$ cat src/rtl/fsweep_pkg.sv
package fsweep_pkg;
  typedef enum logic [1:0] {
    ACC_HOLD = 2'd0,
    ACC_ZERO = 2'd1,
    ACC_LOAD = 2'd2,
    ACC_STEP = 2'd3
  } acc_op_e;
endpackage

$ cat src/rtl/sweep_rate_timer.sv
module sweep_rate_timer #(
  parameter int RATE_W = 8
) (
  input  logic              clk,
  input  logic              rst_n,
  input  logic              run,
  input  logic [RATE_W-1:0] rate_val,
  input  logic              reload_on_upd,
  input  logic              upd_strobe,
  output logic              tick
);
  localparam logic [RATE_W-1:0] ONE = RATE_W'(1);

  function automatic logic [RATE_W-1:0] eff_rate(input logic [RATE_W-1:0] r);
    return (r == '0) ? ONE : r;
  endfunction

  logic [RATE_W-1:0] cnt_q;
  logic              upd_reload;

  assign upd_reload = reload_on_upd && upd_strobe;
  assign tick       = run && (cnt_q == ONE);

  always_ff @(posedge clk) begin
    if (!rst_n)                      cnt_q <= ONE;
    else if (!run)                   cnt_q <= eff_rate(rate_val);
    else if (upd_reload || tick)     cnt_q <= eff_rate(rate_val);
    else                             cnt_q <= cnt_q - ONE;
  end

  assert_count_down_R3: assert property (@(posedge clk) disable iff (!rst_n)
    (run && !tick && !upd_reload) |=> (cnt_q == $past(cnt_q) - ONE));

  assert_upd_reload_R4: assert property (@(posedge clk) disable iff (!rst_n)
    (run && upd_reload) |=> (cnt_q == eff_rate($past(rate_val))));

  assert_nonzero_R3: assert property (@(posedge clk) disable iff (!rst_n)
    run |=> (cnt_q != '0));
endmodule

$ cat src/rtl/sweep_step_acc.sv
module sweep_step_acc
  import fsweep_pkg::*;
#(
  parameter int FTW_W = 32
) (
  input  logic             clk,
  input  logic             rst_n,
  input  logic             sweep_en,
  input  logic             tick,
  input  logic             hold_clr,
  input  logic             auto_clr_en,
  input  logic             upd_strobe,
  input  logic             dir_up,
  input  logic [FTW_W-1:0] delta_up,
  input  logic [FTW_W-1:0] delta_dn,
  input  logic [FTW_W-1:0] static_ftw,
  input  logic [FTW_W-1:0] lim_hi,
  input  logic [FTW_W-1:0] lim_lo,
  output logic [FTW_W-1:0] acc_q
);
  function automatic logic [FTW_W-1:0] sat_add(input logic [FTW_W-1:0] a,
                                               input logic [FTW_W-1:0] d,
                                               input logic [FTW_W-1:0] hi);
    logic [FTW_W:0] s;
    s = {1'b0, a} + {1'b0, d};
    return (s > {1'b0, hi}) ? hi : s[FTW_W-1:0];
  endfunction

  function automatic logic [FTW_W-1:0] sat_sub(input logic [FTW_W-1:0] a,
                                               input logic [FTW_W-1:0] d,
                                               input logic [FTW_W-1:0] lo);
    logic [FTW_W-1:0] r;
    r = a - d;
    return ((a < d) || (r < lo)) ? lo : r;
  endfunction

  acc_op_e          op;
  logic             auto_pulse;
  logic [FTW_W-1:0] step_val;

  assign auto_pulse = auto_clr_en && upd_strobe;
  assign step_val   = dir_up ? sat_add(acc_q, delta_up, lim_hi)
                             : sat_sub(acc_q, delta_dn, lim_lo);

  always_comb begin
    if (hold_clr)        op = ACC_ZERO;
    else if (auto_pulse) op = ACC_ZERO;
    else if (!sweep_en)  op = ACC_LOAD;
    else if (tick)       op = ACC_STEP;
    else                 op = ACC_HOLD;
  end

  always_ff @(posedge clk) begin
    if (!rst_n) acc_q <= '0;
    else begin
      unique case (op)
        ACC_ZERO: acc_q <= '0;
        ACC_LOAD: acc_q <= static_ftw;
        ACC_STEP: acc_q <= step_val;
        default:  acc_q <= acc_q;
      endcase
    end
  end

  assert_hold_clr_R6: assert property (@(posedge clk) disable iff (!rst_n)
    hold_clr |=> (acc_q == '0));

  assert_auto_clr_R5: assert property (@(posedge clk) disable iff (!rst_n)
    (auto_pulse && tick) |=> (acc_q == '0));

  assert_no_idle_step_R3: assert property (@(posedge clk) disable iff (!rst_n)
    (sweep_en && !tick && !hold_clr && !auto_pulse) |=> $stable(acc_q));

  assert_upper_bound_R8: assert property (@(posedge clk) disable iff (!rst_n)
    (op == ACC_STEP && dir_up && acc_q <= lim_hi) |=> (acc_q <= $past(lim_hi)));

  assert_lower_bound_R8: assert property (@(posedge clk) disable iff (!rst_n)
    (op == ACC_STEP && !dir_up && acc_q >= lim_lo) |=> (acc_q >= $past(lim_lo)));
endmodule

$ cat src/rtl/freq_sweep_acc.sv
module freq_sweep_acc #(
  parameter int FTW_W  = 32,
  parameter int RATE_W = 8
) (
  input  logic              clk,
  input  logic              rst_n,
  input  logic              sweep_en,
  input  logic              dir_up,
  input  logic [FTW_W-1:0]  delta_up,
  input  logic [FTW_W-1:0]  delta_dn,
  input  logic [RATE_W-1:0] rate_val,
  input  logic              rate_reload_on_upd,
  input  logic              auto_clr_en,
  input  logic              hold_clr,
  input  logic              upd_strobe,
  input  logic [FTW_W-1:0]  static_ftw,
  input  logic [FTW_W-1:0]  lim_hi,
  input  logic [FTW_W-1:0]  lim_lo,
  output logic [FTW_W-1:0]  ftw_out
);
  logic             step_tick;
  logic [FTW_W-1:0] acc_word;

  sweep_rate_timer #(.RATE_W(RATE_W)) u_timer (
    .clk(clk), .rst_n(rst_n), .run(sweep_en), .rate_val(rate_val),
    .reload_on_upd(rate_reload_on_upd), .upd_strobe(upd_strobe),
    .tick(step_tick)
  );

  sweep_step_acc #(.FTW_W(FTW_W)) u_acc (
    .clk(clk), .rst_n(rst_n), .sweep_en(sweep_en), .tick(step_tick),
    .hold_clr(hold_clr), .auto_clr_en(auto_clr_en), .upd_strobe(upd_strobe),
    .dir_up(dir_up), .delta_up(delta_up), .delta_dn(delta_dn),
    .static_ftw(static_ftw), .lim_hi(lim_hi), .lim_lo(lim_lo),
    .acc_q(acc_word)
  );

  assign ftw_out = sweep_en ? acc_word : static_ftw;

  assert_tick_gated_R1: assert property (@(posedge clk) disable iff (!rst_n)
    !sweep_en |-> !step_tick);
endmodule

$ cat config.mk
export PLATFORM = sky130hd
export DESIGN_NAME = freq_sweep_acc
export DESIGN_NICKNAME = d
export VERILOG_FILES = /design/src/rtl/fsweep_pkg.sv /design/src/rtl/sweep_rate_timer.sv /design/src/rtl/sweep_step_acc.sv /design/src/rtl/freq_sweep_acc.sv
export SDC_FILE = /design/constraint.sdc
export NUM_CORES = 1
export LEC_CHECK = 0
export ABC_AREA = 1
export BUFFER_PORTS_ARGS = -buffer_cell sky130_fd_sc_hd__buf_2
export CORE_UTILIZATION = 25
export DETAILED_ROUTE_END_ITERATION = 6
export GPL_TIMING_DRIVEN = 1
export SYNTH_ARGS = -nofsm -noshare
export SYNTH_HDL_FRONTEND = slang
export SYNTH_SLANG_ARGS = --single-unit
$ cat constraint.sdc
create_clock -name clk -period 4.3 [get_ports clk]
set_input_delay 0.43 -clock clk [delete_from_list [all_inputs] [get_ports clk]]
set_output_delay 0.43 -clock clk [all_outputs]
set_load 0.02 [all_outputs]
==> impl_metrics.sql, run 1 <==
INSERT INTO impl_metrics (metric_group, metric, value, unit) VALUES
('run_status', 'run_status', 'finished, violations left', ''),
('run_status', 'failing_checks', 'DRC', ''),
('route', 'postRouteWirelength', '38500', 'um'),
('route', 'vias', '11210', ''),
('yosys', 'async_flop_share', '0', '%'),
('layout', 'drive_gt1_share', '15.1', '%'),
('yosys', 'synth_area', '9070', 'um2'),
('place', 'post_dp_cell_area', '10700', 'um2'),
('cts', 'hold_buffers', '0', ''),
('place', 'place_hpwl', '34000', 'um'),
('global_routing', 'pin_count_of_the_biggest_net_entering_global_routing', '37', ''),
('yosys', 'synth.yosys.warnings', '0', ''),
('floorplan', 'die_area', '37100', 'um2'),
('worst_setup_path', 'worst_ep_required_time', '4.44', 'ns'),
('layout', 'mostFrequentLayoutCell', 'nand2_1', ''),
('yosys', 'ys_types', '42', ''),
('worst_setup_path', 'critPathMaxFanout', '29', ''),
('route', 'vias_per_cell', '4.93', ''),
('route', 'routedWlPerCell', '17.0', 'um'),
('floorplan', 'initial_utilization', '25.4', '%'),
('sta', 'achievable-frequency', '0.248', 'GHz'),
('global_routing', 'grt_pass1_vias', '10728', ''),
('route', 'drc_violations_left', '10', ''),
('yosys', 'synth_largest_area_cell', 'ha_1', ''),
('layout', 'area_growth', '21.1', '%'),
('hold_path', 'type_of_the_most_critical_hold_path', 'input port to flip-flop', ''),
('place', 'io_buffers', '207', ''),
('sta', 'final_worst_hold_slack', '0.382', 'ns'),
('floorplan', 'die-height', '193', 'um'),
('sta', 'relSlewSlack', '21.4', '%'),
('yosys', 'netlist.area_leader.share', '17.8', '%'),
('yosys', 'netlist_top_cells_area', 'ha_1 (18%), nand2_1 (17%), inv_1 (13%), nand3_1 (10%), dfxtp_1 (8.8%)', ''),
('global_routing', 'groute.usage.overall', '20.3', '%'),
('sta', 'slew_viol_final', '0', ''),
('cts', 'ctsRootBufferMaster', 'clkbuf_16', ''),
('yosys', 'post_synth_inst_count', '1618', ''),
('yosys', 'mappedNetlistNets', '1925', ''),
('global_routing', 'first_pass_grt_wire_length', '57500', 'um'),
('cts', 'tritoncts_clock_tree', 'yes', ''),
('route', 'drt-pass1-iter-count', '7', ''),
('global_routing', 'global_route.overflow_total', '0', ''),
('yosys', 'ys_ff_latch', '40', ''),
('sta', 'timing_worst_slew_pin_value', '1.18', 'ns'),
('cts', 'cts-buffers-inserted', '5', ''),
('worst_setup_path', 'endpoint_kind', 'flip-flop', ''),
('floorplan', 'placementRows', '69', ''),
('yosys', 'synth_seq_area_share', '8.83', '%'),
('route', 'drtAntennaViolNets', '0', ''),
('sta', 'setup-tns-final', '0', 'ns'),
('route', 'drt_first_iter_violations', '849', ''),
('cts', 'clk_transition_reported_paths', '0.06', 'ns'),
('power_and_ir_drop', 'vdd_drop_max', '130', 'uV'),
('sta', 'layout_worst_path_cycle_share', '93.7', '%'),
('worst_setup_path', 'worst_ep_arrival_time', '4.17', 'ns'),
('sta', 'setup_viol', '0', ''),
('yosys', 'dominantRegCellSynth', 'dfxtp_1', ''),
('floorplan', 'die_x', '193', 'um'),
('layout', 'layout_common_cells', 'nand2_1 (403), inv_1 (314), buf_2 (207)', ''),
('power_and_ir_drop', 'p_leak', '0.00607', 'uW'),
('place', 'routabilityCongestion', '0.961', ''),
('cts', 'clock_sink_count', '40', ''),
('layout', 'design_area', '11000', 'um2'),
('power_and_ir_drop', 'power.density_cell_area', '180', 'nW/um2'),
('cts', 'cts_htree_levels', '2', ''),
('yosys', 'synth-edff-count', '0', ''),
('yosys', 'syn_area_per_cell', '5.61', 'um2'),
('cts', 'clk_latency', '0.29', 'ns'),
('sta', 'report.final.hold_viol_count', '0', ''),
('worst_setup_path', 'criticalPathCategory', 'flip-flop to flip-flop', ''),
('floorplan', 'placeableCoreArea', '35700', 'um2'),
('run', 'drv_cap', '0', ''),
('global_routing', 'grt_antenna_before_repair', '2', ''),
('sta', 'layout_min_cycle_time', '4.03', 'ns'),
('worst_setup_path', 'startpoint_class_of_the_critical_path', 'flip-flop', ''),
('layout', 'final_net_count', '2116', ''),
('sta', 'fin_skew', '0.0102', 'ns'),
('floorplan', 'top_level_port_count', '208', ''),
('cts', 'clock_tree.buffer_depth', '2', '');
-- critical path, cell delays in order (launching register included) --
cell	delay [ns]
dfxtp_1	0.42
ha_1	0.46
nand2_1	0.14
nor2_1	0.25
nand2_1	0.09
inv_1	0.05
nand2_1	0.05
nand3_1	0.20
a21oi_1	0.12
xnor2_1	0.35
ha_1	0.32
a21oi_1	0.14
o21ai_1	0.07
nand2_1	0.06
o211ai_1	0.08
a21oi_1	0.18
nand2_2	0.12
nand2_4	0.16
inv_2	0.06
buf_12	0.16
nand2_1	0.07
nand3_1	0.11
nand3_1	0.15
a21oi_1	0.07
-- final cells by class --
type,count,area (um2)
Antenna cell,2,5.00
Multi-Input combinational cell,1218,7010
Timing Repair Buffer,226,1220
Inverter,318,1190
Clock inverter,2,35.0
Sequential cell,40,813
Fill cell,4096,24700
Clock buffer,6,129
Tap cell,461,577
-- what timing repair did --
item / in CTS / in global routing
hold endpoints to repair: 0 / 0
pin swaps: 0 / 2
resized for setup: 4 / 35
buffers inserted: 0 / 1
endpoints found under the setup margin: 30 / 32
-- registers in the layout (all words and copies together) (netlist names) --
register       count
u_acc.acc_q       32
u_timer.cnt_q      8
-- routing by layer --
| layer | part of all wire (%) | GRT usage, % | vias to the layer above |
|---|---|---|---|
| li1 | - | - | 5669 |
| met1 | 46 | 27.4 | 5145 |
| met2 | 47 | 34.7 | 343 |
| met3 | 4.8 | 0.764 | 53 |
| met4 | 2.5 | 6.24 | 0 |
| met5 | 0 | 0 | - |
-- where the power goes --
group	internal (uW)	total, uW	switching (uW)	leakage [uW]
Sequential	390	422	32.8	0.000332
Clock	273	432	159	0.0000809
Combinational	412	1120	713	0.00566
Total	1070	1980	904	0.00607
-- worst paths after layout --
| kind | start | to | slack [ns] | cells past startpoint |
|---|---|---|---|---|
| max | u_acc.acc_q[9] | u_acc.acc_q[25] | 0.27 | 23 |
| min | rate_val[6] | u_timer.cnt_q[6] | 0.38 | 3 |
| max reg2reg | u_acc.acc_q[9] | u_acc.acc_q[25] | 0.27 | 23 |
| min reg2reg | u_timer.cnt_q[0] | u_timer.cnt_q[0] | 0.52 | 1 |
-- Yosys cell counts (2+ instances only) --
cell	count
a31oi_1	5
a21oi_1	132
nor2_1	106
xnor2_1	9
a21o_1	11
buf_2	3
nand2_1	406
buf_4	6
buf_6	2
ha_1	129
inv_1	314
buf_1	3
nand2_2	3
clkbuf_1	28
dfxtp_1	40
xor2_1	44
nor4_1	9
and2_1	2
inv_2	3
fa_1	2
nand4_1	20
nand3b_1	2
o21ai_0	72
o22ai_1	32
a221oi_1	3
nor3_1	16
a21boi_0	4
o211ai_1	6
o21bai_1	10
nand3_1	184
-- per-stage QoR --
step	instances	total power, uW	worst slack, ns	util, %
final	2273	1980	0.270	30.8
after global routing	2273	2140	-0.0542	30.8
after CTS	2270	1960	0.0380	30.4
after detailed placement	2262	1520	-0.154	29.9
after global placement	2262	1520	-0.141	29.9
after floorplan	1618	1150	0.652	-
-- cell families (layout without fill, tap and decap cells) --
kind of cell               Yosys count  after routing  synth area share [%]
AOI/OAI and AO/OA                  282            282                  17.3
and+or+nand+nor                    752            752                  35.1
adders and majority gates          131            131                  18.2
xor gates and xnor gates            53             53                  5.12
buffers and inverters              360            552                  15.3
other                                0              2                     0
DFF                                 40             40                  8.83
No activity file was read; power rests on OpenSTA's default activity.
==> run 2: changes to the inputs <==
--- a/config.mk
+++ b/config.mk
@@ -10,6 +10,7 @@
 export CORE_UTILIZATION = 25
 export DETAILED_ROUTE_END_ITERATION = 6
 export GPL_TIMING_DRIVEN = 1
+export RECOVER_POWER = 100
 export SYNTH_ARGS = -nofsm -noshare
 export SYNTH_HDL_FRONTEND = slang
 export SYNTH_SLANG_ARGS = --single-unit
==> impl_metrics.sql, run 2 (synthesis results as in run 1) <==
INSERT INTO impl_metrics (metric_group, metric, value, unit) VALUES
('cts', 'cts_htree_levels', '2', ''),
('layout', 'fillerInstances', '4117', ''),
('run_status', 'failing_checks', 'DRC', ''),
('sta', 'relSlewSlack', '6.46', '%'),
('layout', 'drive_gt1_share', '13.4', '%'),
('place', 'place_hpwl', '34000', 'um'),
('layout', 'layout_common_cells', 'nand2_1 (403), inv_1 (314), nand3_1 (182)', ''),
('global_routing', 'first_pass_grt_wire_length', '57500', 'um'),
('sta', 'setup_viol', '0', ''),
('global_routing', 'grt_antenna_before_repair', '1', ''),
('route', 'drt_first_iter_violations', '846', ''),
('route', 'drt-pass1-iter-count', '7', ''),
('global_routing', 'groute.usage.overall', '20.3', '%'),
('worst_setup_path', 'worstSetupPathDepth', '24', ''),
('floorplan', 'placeableCoreArea', '35700', 'um2'),
('floorplan', 'initial_utilization', '25.4', '%'),
('sta', 'setup-tns-final', '0', 'ns'),
('place', 'io_buffers', '207', ''),
('layout', 'area_growth', '20.6', '%'),
('worst_setup_path', 'startpoint_class_of_the_critical_path', 'flip-flop', ''),
('sta', 'timing_worst_slew_pin_value', '1.40', 'ns'),
('place', 'routabilityCongestion', '0.961', ''),
('route', 'drtAntennaViolNets', '0', ''),
('global_routing', 'pin_count_of_the_biggest_net_entering_global_routing', '37', ''),
('cts', 'hold_buffers', '0', ''),
('cts', 'cts-buffers-inserted', '5', ''),
('layout', 'largest_reg_flops', '32', ''),
('cts', 'clk_transition_reported_paths', '0.06', 'ns'),
('layout', 'utilization', '30.7', '%'),
('floorplan', 'top_level_port_count', '208', ''),
('global_routing', 'grt_pass1_vias', '10728', ''),
('route', 'drc_violations_left', '10', ''),
('worst_setup_path', 'buffer_and_inverter_count_on_the_worst_path', '4', ''),
('worst_setup_path', 'crit_family', 'simple AND/OR/NAND/NOR gates', ''),
('layout', 'reg.largest.list', 'u_acc.acc_q: 32 flops, u_timer.cnt_q: 8 flops', ''),
('hold_path', 'timing.hold.worst_path_depth', '3', ''),
('hold_path', 'type_of_the_most_critical_hold_path', 'input port to flip-flop', ''),
('sta', 'layout_min_cycle_time', '4.03', 'ns'),
('cts', 'clock_sink_count', '40', ''),
('route', 'vias_per_cell', '4.95', ''),
('sta', 'final_worst_hold_slack', '0.380', 'ns'),
('worst_setup_path', 'criticalPathCategory', 'flip-flop to flip-flop', ''),
('sta', 'slew_viol_final', '0', ''),
('worst_setup_path', 'critical-path-top-cell-by-count', 'nand2_1', ''),
('worst_setup_path', 'worst_ep_required_time', '4.44', 'ns'),
('worst_setup_path', 'critPathMaxFanout', '23', ''),
('run_status', 'run_status', 'finished, violations left', ''),
('layout', 'final_net_count', '2116', ''),
('cts', 'ctsRootBufferMaster', 'clkbuf_16', ''),
('worst_setup_path', 'worst_ep_arrival_time', '4.17', 'ns'),
('route', 'vias', '11252', ''),
('worst_setup_path', 'timing.critical_path.cells', 'ha_4 -> inv_1 -> fa_1 -> inv_1 -> nand2_1 -> a21oi_2 -> a21oi_1 -> o21ai_0 -> buf_4 -> nand3_1 -> nand2_1 -> xor2_2 -> ha_1 -> nand2_1 -> nor2_1 -> a221oi_1 -> nand2_1 -> nand2_2 -> nand2_2 -> buf_8 -> nand2_1 -> nand3_1 -> nand3_1 -> a21oi_1', ''),
('power_and_ir_drop', 'vdd_drop_max', '132', 'uV'),
('sta', 'fin_skew', '0.00915', 'ns'),
('worst_setup_path', 'critPathSlowestCell', 'fa_1', ''),
('sta', 'achievable-frequency', '0.248', 'GHz'),
('worst_setup_path', 'cpPeakStageDelay', '0.40', 'ns'),
('sta', 'layout_worst_path_cycle_share', '93.8', '%'),
('cts', 'clock_tree.buffer_depth', '2', ''),
('power_and_ir_drop', 'total_power', '1980', 'uW'),
('cts', 'tritoncts_clock_tree', 'yes', ''),
('floorplan', 'die_x', '193', 'um'),
('sta', 'final_critical_path_setup_slack', '0.266', 'ns'),
('sta', 'report.final.hold_viol_count', '0', ''),
('floorplan', 'placementRows', '69', ''),
('route', 'routedWlPerCell', '17.0', 'um'),
('layout', 'largest_register', 'u_acc.acc_q', ''),
('cts', 'clk_latency', '0.30', 'ns'),
('floorplan', 'die_area', '37100', 'um2'),
('floorplan', 'die-height', '193', 'um'),
('place', 'pre_cts_slack', '-0.154', 'ns'),
('worst_setup_path', 'endpoint_kind', 'flip-flop', ''),
('power_and_ir_drop', 'power.density_cell_area', '181', 'nW/um2'),
('power_and_ir_drop', 'p_leak', '0.00596', 'uW'),
('global_routing', 'global_route.overflow_total', '0', ''),
('worst_setup_path', 'worst_r2r_path_depth', '24', ''),
('layout', 'mostFrequentLayoutCell', 'nand2_1', ''),
('route', 'postRouteWirelength', '38500', 'um'),
('run', 'drv_cap', '0', '');
## run 2: cell count changes in the layout (fill, tap and decap cells not counted), sizes merged
cell,change
buf,-32
clkbuf,+32
diode,-1
## run 2: area by class of cell
class	instances	area, um2	area share, %
multi-input cells	1218	7010	64.1
inverters	318	1190	10.9
repair buffers	226	1180	10.8
flip-flops and latches	40	813	7.43
well taps	461	577	5.27
clock buffers	6	129	1.18
clock inverters	2	35.0	0.320
diodes	1	2.50	0.0229
## run 2: final timing paths
| kind | startpoint | end | slack (ns) |
|---|---|---|---|
| worst max register to register | u_acc.acc_q[0] | u_acc.acc_q[10] | 0.27 |
| worst min-delay path | rate_val[6] | u_timer.cnt_q[6] | 0.38 |
| worst max-delay path | u_acc.acc_q[0] | u_acc.acc_q[10] | 0.27 |
| worst min register to register | u_timer.cnt_q[0] | u_timer.cnt_q[0] | 0.52 |
## run 2: timing repair
item,4_1_cts,5_1_grt
pin swaps,0,2
endpoints found under the setup margin,30,32
gates cloned,0,0
gates resized for setup,4,35
buffers inserted,0,1
## run 2: per-layer routing
metal	wire, um	GRT usage, %
met4	1050	6.24
met3	2120	0.764
met2	17900	34.7
met1	17400	27.4
met5	0	0
## run 2: worst min-delay path: stages
cell and delay, ns:
buf_2 0.11, inv_1 0.04, a21oi_1 0.05
## run 2: where the power goes
group | internal, uW | switching (uW) | total [uW]
sequential | 390 | 32.7 | 422
combinational | 407 | 715 | 1120
clock | 273 | 160 | 433
## run 2: stage by stage
stage          cells  instance area (um2)
6_report        2272                10900
2_1_floorplan   1618                 9070
5_1_grt         2272                10900
4_1_cts         2270                10900
3_5_place_dp    2262                10700
3_3_place_gp    2262                10700
==> run 3: changes to the inputs <==
--- a/config.mk
+++ b/config.mk
@@ -7,9 +7,10 @@
 export LEC_CHECK = 0
 export ABC_AREA = 1
 export BUFFER_PORTS_ARGS = -buffer_cell sky130_fd_sc_hd__buf_2
-export CORE_UTILIZATION = 25
+export CORE_UTILIZATION = 45
 export DETAILED_ROUTE_END_ITERATION = 6
 export GPL_TIMING_DRIVEN = 1
+export PLACE_DENSITY = 0.68
 export RECOVER_POWER = 100
 export SYNTH_ARGS = -nofsm -noshare
 export SYNTH_HDL_FRONTEND = slang
==> impl_metrics.sql, run 3 (synthesis results as in run 1) <==
INSERT INTO impl_metrics (metric_group, metric, value, unit) VALUES
('run_status', 'failing_checks', 'capacitance limit, slew limit', ''),
('place', 'placed_cells', '2063', ''),
('worst_setup_path', 'worst_ep_arrival_time', '4.26', 'ns'),
('route', 'postRouteWirelength', '34700', 'um'),
('sta', 'timing_worst_slew_pin_value', '2.54', 'ns'),
('worst_setup_path', 'worst_ep_required_time', '4.49', 'ns'),
('cts', 'clock_tree.buffer_depth', '2', ''),
('route', 'routedWlPerCell', '16.7', 'um'),
('layout', 'multiInputGateArea', '6950', 'um2'),
('global_routing', 'grt_pass1_vias', '10021', ''),
('layout', 'reg.largest.list', 'u_acc.acc_q: 32 flops, u_timer.cnt_q: 8 flops', ''),
('cts', 'clk_latency', '0.29', 'ns'),
('run', 'drv_cap', '1', ''),
('layout', 'largest_register', 'u_acc.acc_q', ''),
('layout', 'fin_cells', '2074', ''),
('layout', 'fillerInstances', '2191', ''),
('power_and_ir_drop', 'power_switching_share', '46.1', '%'),
('worst_setup_path', 'startpoint_class_of_the_critical_path', 'flip-flop', ''),
('power_and_ir_drop', 'p_leak', '0.00594', 'uW'),
('route', 'drc_violations_left', '0', ''),
('cts', 'tritoncts_clock_tree', 'yes', ''),
('route', 'drtAntennaViolNets', '0', ''),
('layout', 'sequential_cell_area_in_the_final_layout', '805', 'um2'),
('global_routing', 'pin_count_of_the_biggest_net_entering_global_routing', '67', ''),
('power_and_ir_drop', 'part_of_the_power_in_the_clock_network', '22.3', '%'),
('sta', 'slew_viol_final', '67', ''),
('floorplan', 'die_area', '20700', 'um2'),
('global_routing', 'groute.usage.overall', '32.7', '%'),
('layout', 'layout_common_cells', 'nand2_1 (403), inv_1 (313), nand3_1 (183)', ''),
('cts', 'cts_htree_levels', '2', ''),
('sta', 'layout_min_cycle_time', '4.07', 'ns'),
('power_and_ir_drop', 'power.density_cell_area', '185', 'nW/um2'),
('power_and_ir_drop', 'netSwitchingPower', '905', 'uW'),
('floorplan', 'top_level_port_count', '208', ''),
('floorplan', 'placeableCoreArea', '19600', 'um2'),
('global_routing', 'first_pass_grt_wire_length', '51900', 'um'),
('sta', 'layout_worst_path_cycle_share', '94.7', '%'),
('sta', 'setup_viol', '0', ''),
('floorplan', 'die-height', '144', 'um'),
('worst_setup_path', 'endpoint_kind', 'flip-flop', ''),
('sta', 'achievable-frequency', '0.246', 'GHz'),
('layout', 'mostFrequentLayoutCell', 'nand2_1', ''),
('hold_path', 'type_of_the_most_critical_hold_path', 'input port to flip-flop', ''),
('sta', 'relSlewSlack', '-69.5', '%'),
('power_and_ir_drop', 'cellInternalPower', '1060', 'uW'),
('floorplan', 'placementRows', '51', ''),
('sta', 'final_worst_hold_slack', '0.391', 'ns'),
('layout', 'area_growth', '17.0', '%'),
('cts', 'clk_transition_reported_paths', '0.06', 'ns'),
('place', 'routabilityCongestion', '1.08', ''),
('cts', 'ctsRootBufferMaster', 'clkbuf_16', ''),
('place', 'place_hpwl', '29200', 'um'),
('worst_setup_path', 'criticalPathCategory', 'flip-flop to flip-flop', ''),
('power_and_ir_drop', 'vdd_drop_max', '151', 'uV'),
('global_routing', 'global_route.overflow_total', '0', ''),
('layout', 'largest_reg_flops', '32', ''),
('route', 'drt-pass1-iter-count', '5', ''),
('run_status', 'run_status', 'finished, violations left', ''),
('sta', 'fin_skew', '0.00418', 'ns'),
('global_routing', 'grt_antenna_before_repair', '1', ''),
('power_and_ir_drop', 'seqPwrFrac', '21.3', '%'),
('route', 'drt_first_iter_violations', '947', ''),
('cts', 'clock_sink_count', '40', ''),
('worst_setup_path', 'critPathMaxFanout', '32', ''),
('sta', 'report.final.hold_viol_count', '0', ''),
('place', 'io_buffers', '207', ''),
('layout', 'final_net_count', '2114', ''),
('floorplan', 'initial_utilization', '46.3', '%'),
('route', 'vias_per_cell', '5.38', ''),
('floorplan', 'die_x', '144', 'um'),
('power_and_ir_drop', 'pwr-share-comb', '56.4', '%'),
('cts', 'cts-buffers-inserted', '5', ''),
('power_and_ir_drop', 'total_power', '1960', 'uW'),
('layout', 'drive_gt1_share', '12.6', '%'),
('sta', 'setup-tns-final', '0', 'ns'),
('route', 'vias', '11149', '');
==> run 3: cell count changes in the layout (fill, tap and decap cells not counted), moves of 2 or more <==
cell,before,now
buf_4,14,12
dfxtp_1,30,37
dfxtp_2,10,3
ha_2,1,3
ha_4,3,0
o21ai_0,68,72
o21ai_1,4,1
xor2_1,40,43
xor2_2,4,1
==> run 3: per-stage QoR <==
step	util (%)	cell area (um2)	worst slack (ns)
after floorplan	-	9070	0.652
after global placement	52.9	10400	-0.0689
after detailed placement	52.9	10400	-0.0984
after CTS	53.8	10500	0.0229
after global routing	54.2	10600	-0.00277
final	54.2	10600	0.227
==> run 3: path summary, 6_finish.rpt <==
check	startpoint	to	slack, ns	cells after the start
worst max-delay path	u_acc.acc_q[13]	u_acc.acc_q[27]	0.23	22
worst min register to register	u_timer.cnt_q[5]	u_timer.cnt_q[5]	0.51	2
worst max register to register	u_acc.acc_q[13]	u_acc.acc_q[27]	0.23	22
worst min-delay path	rate_val[6]	u_timer.cnt_q[6]	0.39	3
==> run 3: cell type report <==
cell class,instances,area share (%)
antenna,1,0.0236
clock buffer,6,1.21
clock inverter,2,0.330
inverter,318,11.3
multi-input combinational,1218,65.5
sequential,40,7.58
tap,265,3.12
timing repair buffer,224,11.0
==> run 3: worst max-delay path, stage by stage (launching register included) <==
cell      delay, ns
dfxtp_1        0.53
ha_1           0.35
nand2_1        0.18
inv_1          0.05
a21boi_0       0.28
buf_4          0.18
o21ai_0        0.08
a21oi_1        0.22
nand2_1        0.08
nand2_1        0.06
nand2_1        0.10
ha_1           0.32
nand4_1        0.20
nor3_1         0.28
nand3_1        0.11
nand2_1        0.08
nand2_2        0.08
nand2_2        0.07
buf_6          0.24
nand2_1        0.08
nand3_1        0.15
nand3_1        0.10
a21oi_1        0.16
==> run 3: routing by layer <==
layer / GRT usage, % / up-vias / share of wire, %
met1: 45.7 / 5035 / 46
met5: 0 / - / 0
met3: 2.52 / 44 / 6.5
met4: 8.40 / 0 / 2.4
met2: 53.9 / 409 / 45
li1: - / 5661 / -
==> run 3: timing repair <==
action | 4_1_cts | 5_1_grt
pin swaps | 0 | 3
gates cloned | 0 | 1
hold buffers | 0 | 0
setup buffers | 0 | 1
setup endpoints to repair | 2 | 32
resized for setup | 1 | 25
==> run 3: power groups by stage <==
stage	Clock [uW]	Sequential, uW	Combinational (uW)
2_1_floorplan	0	410	738
3_3_place_gp	0	425	1060
3_5_place_dp	0	425	1060
4_1_cts	435	417	1070
5_1_grt	453	420	1230
6_report	438	419	1110
